[src/rtl/dacif_pkg.sv]
package dacif_pkg;

    localparam int CODE_W = 12;
    localparam int ADDR_W = 2;
    localparam int NUM_CH = 1 << ADDR_W;
    localparam int BUS_W  = NUM_CH * CODE_W;

    typedef logic [CODE_W-1:0] code_t;
    typedef logic [ADDR_W-1:0] chan_t;

    typedef enum logic [1:0] {
        OP_IDLE  = 2'd0,
        OP_WRITE = 2'd1,
        OP_READ  = 2'd2,
        OP_CLEAR = 2'd3
    } bus_op_e;

    typedef struct packed {
        bus_op_e op;
        chan_t   chan;
        code_t   data;
    } bus_req_t;

    function automatic code_t reset_code(input bit midscale);
        code_t c;
        c = '0;
        if (midscale) c[CODE_W-1] = 1'b1;
        return c;
    endfunction

    function automatic bus_op_e classify(input logic clear, input logic cs_n,
                                         input logic rd_wr);
        if (clear)      return OP_CLEAR;
        else if (cs_n)  return OP_IDLE;
        else if (rd_wr) return OP_READ;
        else            return OP_WRITE;
    endfunction

endpackage

[src/rtl/dacif_decode.sv]
module dacif_decode
    import dacif_pkg::*;
(
    input  bus_req_t          req,
    output logic [NUM_CH-1:0] wr_en,
    output logic              rd_en,
    output logic              clear
);
    always_comb begin
        wr_en = '0;
        if (req.op == OP_WRITE) wr_en[req.chan] = 1'b1;
    end

    assign rd_en = (req.op == OP_READ);
    assign clear = (req.op == OP_CLEAR);
endmodule

[src/rtl/dacif_stage_rank.sv]
module dacif_stage_rank
    import dacif_pkg::*;
#(
    parameter code_t RST_CODE = '0
) (
    input  logic              clk,
    input  logic              clear,
    input  logic [NUM_CH-1:0] wr_en,
    input  code_t             wdata,
    output logic [BUS_W-1:0]  q,
    output logic [BUS_W-1:0]  thru
);
    for (genvar i = 0; i < NUM_CH; i++) begin : g_ch
        code_t r_q;
        always_ff @(posedge clk) begin
            if (clear)         r_q <= RST_CODE;
            else if (wr_en[i]) r_q <= wdata;
        end
        assign q[i*CODE_W +: CODE_W]    = r_q;
        assign thru[i*CODE_W +: CODE_W] = wr_en[i] ? wdata : r_q;
    end
endmodule

[src/rtl/dacif_out_rank.sv]
module dacif_out_rank
    import dacif_pkg::*;
#(
    parameter code_t RST_CODE = '0
) (
    input  logic             clk,
    input  logic             clear,
    input  logic             load,
    input  logic [BUS_W-1:0] src,
    output logic [BUS_W-1:0] q
);
    for (genvar i = 0; i < NUM_CH; i++) begin : g_ch
        code_t r_q;
        always_ff @(posedge clk) begin
            if (clear)     r_q <= RST_CODE;
            else if (load) r_q <= src[i*CODE_W +: CODE_W];
        end
        assign q[i*CODE_W +: CODE_W] = r_q;
    end
endmodule

[src/rtl/dacif_readback.sv]
module dacif_readback
    import dacif_pkg::*;
(
    input  logic [BUS_W-1:0] stage_q,
    input  chan_t            chan,
    input  logic             rd_en,
    output code_t            rd_data
);
    assign rd_data = rd_en ? stage_q[chan*CODE_W +: CODE_W] : '0;
endmodule

[src/rtl/dacif_quad.sv]
module dacif_quad
    import dacif_pkg::*;
#(
    parameter bit RESET_MIDSCALE = 1'b1
) (
    input  logic                          clk,
    input  logic                          rst,
    input  logic                          clr_n,
    input  logic                          cs_n,
    input  logic                          rd_wr,
    input  logic [dacif_pkg::ADDR_W-1:0]  addr,
    input  logic [dacif_pkg::CODE_W-1:0]  wdata,
    input  logic                          load_n,
    output logic [dacif_pkg::BUS_W-1:0]   dac_code,
    output logic [dacif_pkg::CODE_W-1:0]  rd_data,
    output logic                          rd_valid
);
    localparam code_t RST_CODE = reset_code(RESET_MIDSCALE);

    bus_req_t          req;
    logic [NUM_CH-1:0] wr_en;
    logic              rd_en;
    logic              clear;
    logic [BUS_W-1:0]  in_q;
    logic [BUS_W-1:0]  in_thru;

    always_comb begin
        req.op   = classify(rst || !clr_n, cs_n, rd_wr);
        req.chan = addr;
        req.data = wdata;
    end

    dacif_decode u_dec (
        .req   (req),
        .wr_en (wr_en),
        .rd_en (rd_en),
        .clear (clear)
    );

    dacif_stage_rank #(.RST_CODE(RST_CODE)) u_stage (
        .clk   (clk),
        .clear (clear),
        .wr_en (wr_en),
        .wdata (req.data),
        .q     (in_q),
        .thru  (in_thru)
    );

    dacif_out_rank #(.RST_CODE(RST_CODE)) u_out (
        .clk   (clk),
        .clear (clear),
        .load  (!load_n),
        .src   (in_thru),
        .q     (dac_code)
    );

    dacif_readback u_rb (
        .stage_q (in_q),
        .chan    (req.chan),
        .rd_en   (rd_en),
        .rd_data (rd_data)
    );

    assign rd_valid = rd_en;
endmodule

[config.mk]
export PLATFORM = sky130hd
export DESIGN_NAME = dacif_quad
export DESIGN_NICKNAME = d
export VERILOG_FILES = /design/src/rtl/dacif_pkg.sv /design/src/rtl/dacif_decode.sv /design/src/rtl/dacif_stage_rank.sv /design/src/rtl/dacif_out_rank.sv /design/src/rtl/dacif_readback.sv /design/src/rtl/dacif_quad.sv
export SDC_FILE = /design/constraint.sdc
export NUM_CORES = 1
export LEC_CHECK = 0
export ABC_CLOCK_PERIOD_IN_PS = 1900
export CORE_MARGIN = 2
export CORE_UTILIZATION = 38
export DETAILED_ROUTE_END_ITERATION = 10
export PLACE_DENSITY = 0.63
export REMOVE_ABC_BUFFERS = 1
export SLEW_MARGIN = 25
export SYNTH_ARGS = -nofsm -noshare
export SYNTH_HDL_FRONTEND = slang
export SYNTH_SLANG_ARGS = --single-unit
[constraint.sdc]
create_clock -name clk -period 1.9 [get_ports clk]
set_input_delay 0.475 -clock clk [delete_from_list [all_inputs] [get_ports clk]]
set_output_delay 0.475 -clock clk [all_outputs]
set_load 0.02 [all_outputs]
==> flow_metrics.py <==
metrics = {
    "sta": {
        "finClkSkew_ps": 12.2,
        "final.setup.worst_slack_ps": -65.7,
        "finalMaxSlewViolations": 0,
        "hold_viol": 0,
        "fmax_mhz": 509,
        "rsz0062_at_grt": "yes",
        "worst_slew_pin_slew_ps": 499,
        "setup_violations": 12,
        "min_period_over_period": 1.03,
        "whs_ps": 484,
        "period_minus_slack_ps": 1970,
        "relSlewSlack": 0.659,
    },
    "yosys": {
        "synth_top_family_by_area": "compound AO/OA/AOI/OAI gates",
        "async_reset_ff_frac": 0,
        "synth-edff-count": 0,
        "yosys_warnings": 0,
        "yosysMostFrequentCell": "dfxtp_1",
        "ys_seq_elements": 96,
        "ys_types": 30,
        "synthFlopType": "dfxtp_1",
        "synth.area.mux_share": 0.0655,
        "synth_largest_area_cell": "dfxtp_1",
        "yosysTopAreaCellShare": 0.465,
        "seq_area_frac_synth": 0.465,
        "netlist_area_sq_um": 4130,
        "synthCells": 429,
        "synth-xor-area-share": 0,
        "synth_simple_gate_area_frac": 0.111,
        "syn_avg_cell_area_sq_um": 9.62,
        "synth_top_cells_by_count": "96 x dfxtp_1, 47 x a31oi_1, 46 x nand3_1, 46 x o21ai_0, 44 x a21oi_1",
        "synthTopCellsByArea": "dfxtp_1 47%, o21ai_2 8.9%, a31oi_1 7.1%, mux4_2 6.5%, nand3_1 5.6%",
        "synth_compound_area_frac": 0.290,
        "synth-adder-area-share": 0,
    },
    "run_status": {
        "violations": "negative setup slack",
        "status": "complete, but fails checks",
    },
    "finish": {
        "antenna_cells": 0,
        "fin_area_sq_um": 5950,
        "drive_above_1_share": 0.326,
        "areaGrowthSynthToFinish_pct": 44.0,
        "layout.nets": 581,
        "instances_no_fill": 704,
        "utilization": 0.556,
    },
    "placed_design": {
        "gp_congestion": 0.808,
        "dpl.cell_count": 685,
        "dp_hpwl_microns": 8150,
        "io_buffers": 80,
        "dpl-instance-area_sq_um": 5550,
    },
    "global_routing": {
        "antenna_found_initial": 0,
        "grt_max_degree": 55,
        "first_global_vias": 3990,
        "grt_pass1_wl_microns": 20100,
        "grtUsageTotal": 0.222,
        "grt-ovfl-total": 0,
    },
    "setup_path": {
        "crit_end": "rd_data[3]",
        "end_kind": "output pin",
        "start_kind": "input pin",
        "arrival_ps": 1490,
        "critPathMaxFanout": 7,
        "critPathKind": "input pin to output pin",
        "worst-r2r-cell-count": 3,
        "reg2reg_slack_ps": 730,
        "setup.worst_path.start": "addr[0]",
        "reg2reg_from": "u_stage.g_ch[2].r_q[11]",
        "rr_endpoint": "u_out.g_ch[2].r_q[11]",
        "required_ps": 1420,
    },
    "clock_tree": {
        "insertion_delay_ps": 350,
        "cts.path.max_buffers": 2,
        "cts_tree": "done",
        "cts.sinks": 96,
        "cts_buffers": 9,
        "cts.clk_slew.worst_paths_ps": 80,
        "cts_hold_buffers": 0,
        "clockRootBuffer": "clkbuf_8",
        "cts.htree.levels": 3,
    },
    "floorplan": {
        "core_sq_um": 10700,
        "io_pins": 81,
        "rows": 38,
        "die_h_microns": 108,
        "die_width_microns": 108,
        "initial_core_util": 0.386,
        "dieArea_sq_um": 11700,
    },
    "route": {
        "wl_met2_microns": 5890,
        "wl_met1_microns": 5690,
        "drt-initial-drc-count": 230,
        "via_per_inst": 5.51,
        "highest_layer": "met4",
        "drc": 0,
        "wl_microns": 12500,
        "wl_per_cell_microns": 17.8,
        "vias": 3882,
        "drt-pass1-iter-count": 4,
        "postRouteAntennaNets": 0,
        "met3WireLength_microns": 755,
    },
    "flow_run": {
        "cap_violations": 0,
    },
    "hold_path": {
        "hold_path_class": "flip-flop to flip-flop",
    },
    "power_and_ir_drop": {
        "leakagePower_nw": 2.06,
        "power_density_nw_per_um2": 690,
        "peakVddDrop_mv": 0.397,
    },
}
-- worst min-delay path by stage --
stage | depth (start not counted) | from | endpoint | slack (ps)
6_report | 2 | u_stage.g_ch[2].r_q[4] | u_stage.g_ch[2].r_q[4] | 480
5_1_grt | 2 | u_stage.g_ch[1].r_q[2] | u_stage.g_ch[1].r_q[2] | 510
4_1_cts | 2 | u_stage.g_ch[0].r_q[5] | u_stage.g_ch[0].r_q[5] | 480
3_5_place_dp | 2 | u_stage.g_ch[0].r_q[5] | u_stage.g_ch[0].r_q[5] | 470
3_3_place_gp | 2 | u_stage.g_ch[0].r_q[2] | u_stage.g_ch[0].r_q[2] | 460
2_1_floorplan | 2 | u_stage.g_ch[2].r_q[11] | u_stage.g_ch[2].r_q[11] | 440
-- where the power goes --
part,internal (mW),switching [mW],total (mW)
clock network,0.859,0.678,1.54
registers,2.04,0.0167,2.06
logic,0.223,0.287,0.510
total,3.12,0.981,4.10
-- timing repair --
action | 4_1_cts | 5_1_grt
setup buffers | 3 | 0
gates resized for setup | 105 | 12
cloned | 2 | 0
endpoints found under the setup margin | 49 | 13
pin swaps | 1 | 1
endpoints found under the hold margin | 0 | 0
-- flip-flops by register name, indices dropped and copies added (netlist names) --
register          cells
u_stage.g_ch.r_q     48
u_out.g_ch.r_q       48
-- metrics by stage --
step | setup TNS, ps | power, mW | setup WS, ps
finish | -532 | 4.10 | -65.7
global route | -838 | 4.23 | -88.5
CTS | -633 | 4.12 | -88.5
detailed placement | -44840 | 2.59 | -955
global placement | -42950 | 2.58 | -953
floorplan | -74160 | 2.28 | -1150
-- layout make-up --
cell class                 count  area [sq um]
inverter                       2          7.51
sequential                    96          1920
fill                         957          4750
multi-input combinational    286          2010
tap                          140           175
clock inverter                 4          95.1
timing repair buffer         166          1610
clock buffer                  10           128
-- cells by family after synthesis --
group	after synthesis
buf+inv	47
simple gates	83
compound gates	191
mux	12
flops	96
-- worst max-delay path, cell delays in order --
cell	delay, ps
buf_12	90
buf_12	130
mux4_2	510
nor2b_4	150
buf_6	120
-- per-layer routing --
layer / track usage / vias up
met5: 0 / -
met4: 0.0852 / 0
met3: 0.0277 / 21
met2: 0.364 / 135
met1: 0.299 / 1850
li1: - / 1876
-- placed cells by master (no fill, tap or decap), types with 11 or more instances in the layout --
cell type | netlist | final
nor2b_4 | 0 | 11
a21oi_1 | 44 | 44
a31oi_1 | 47 | 47
nand3_1 | 46 | 46
o21ai_0 | 46 | 46
mux4_2 | 12 | 12
o21ai_2 | 42 | 42
dfxtp_1 | 96 | 96
buf_4 | 1 | 77
buf_6 | 3 | 12
clkdlybuf4s50_1 | 0 | 61
Power figures use the tool's default switching activity.
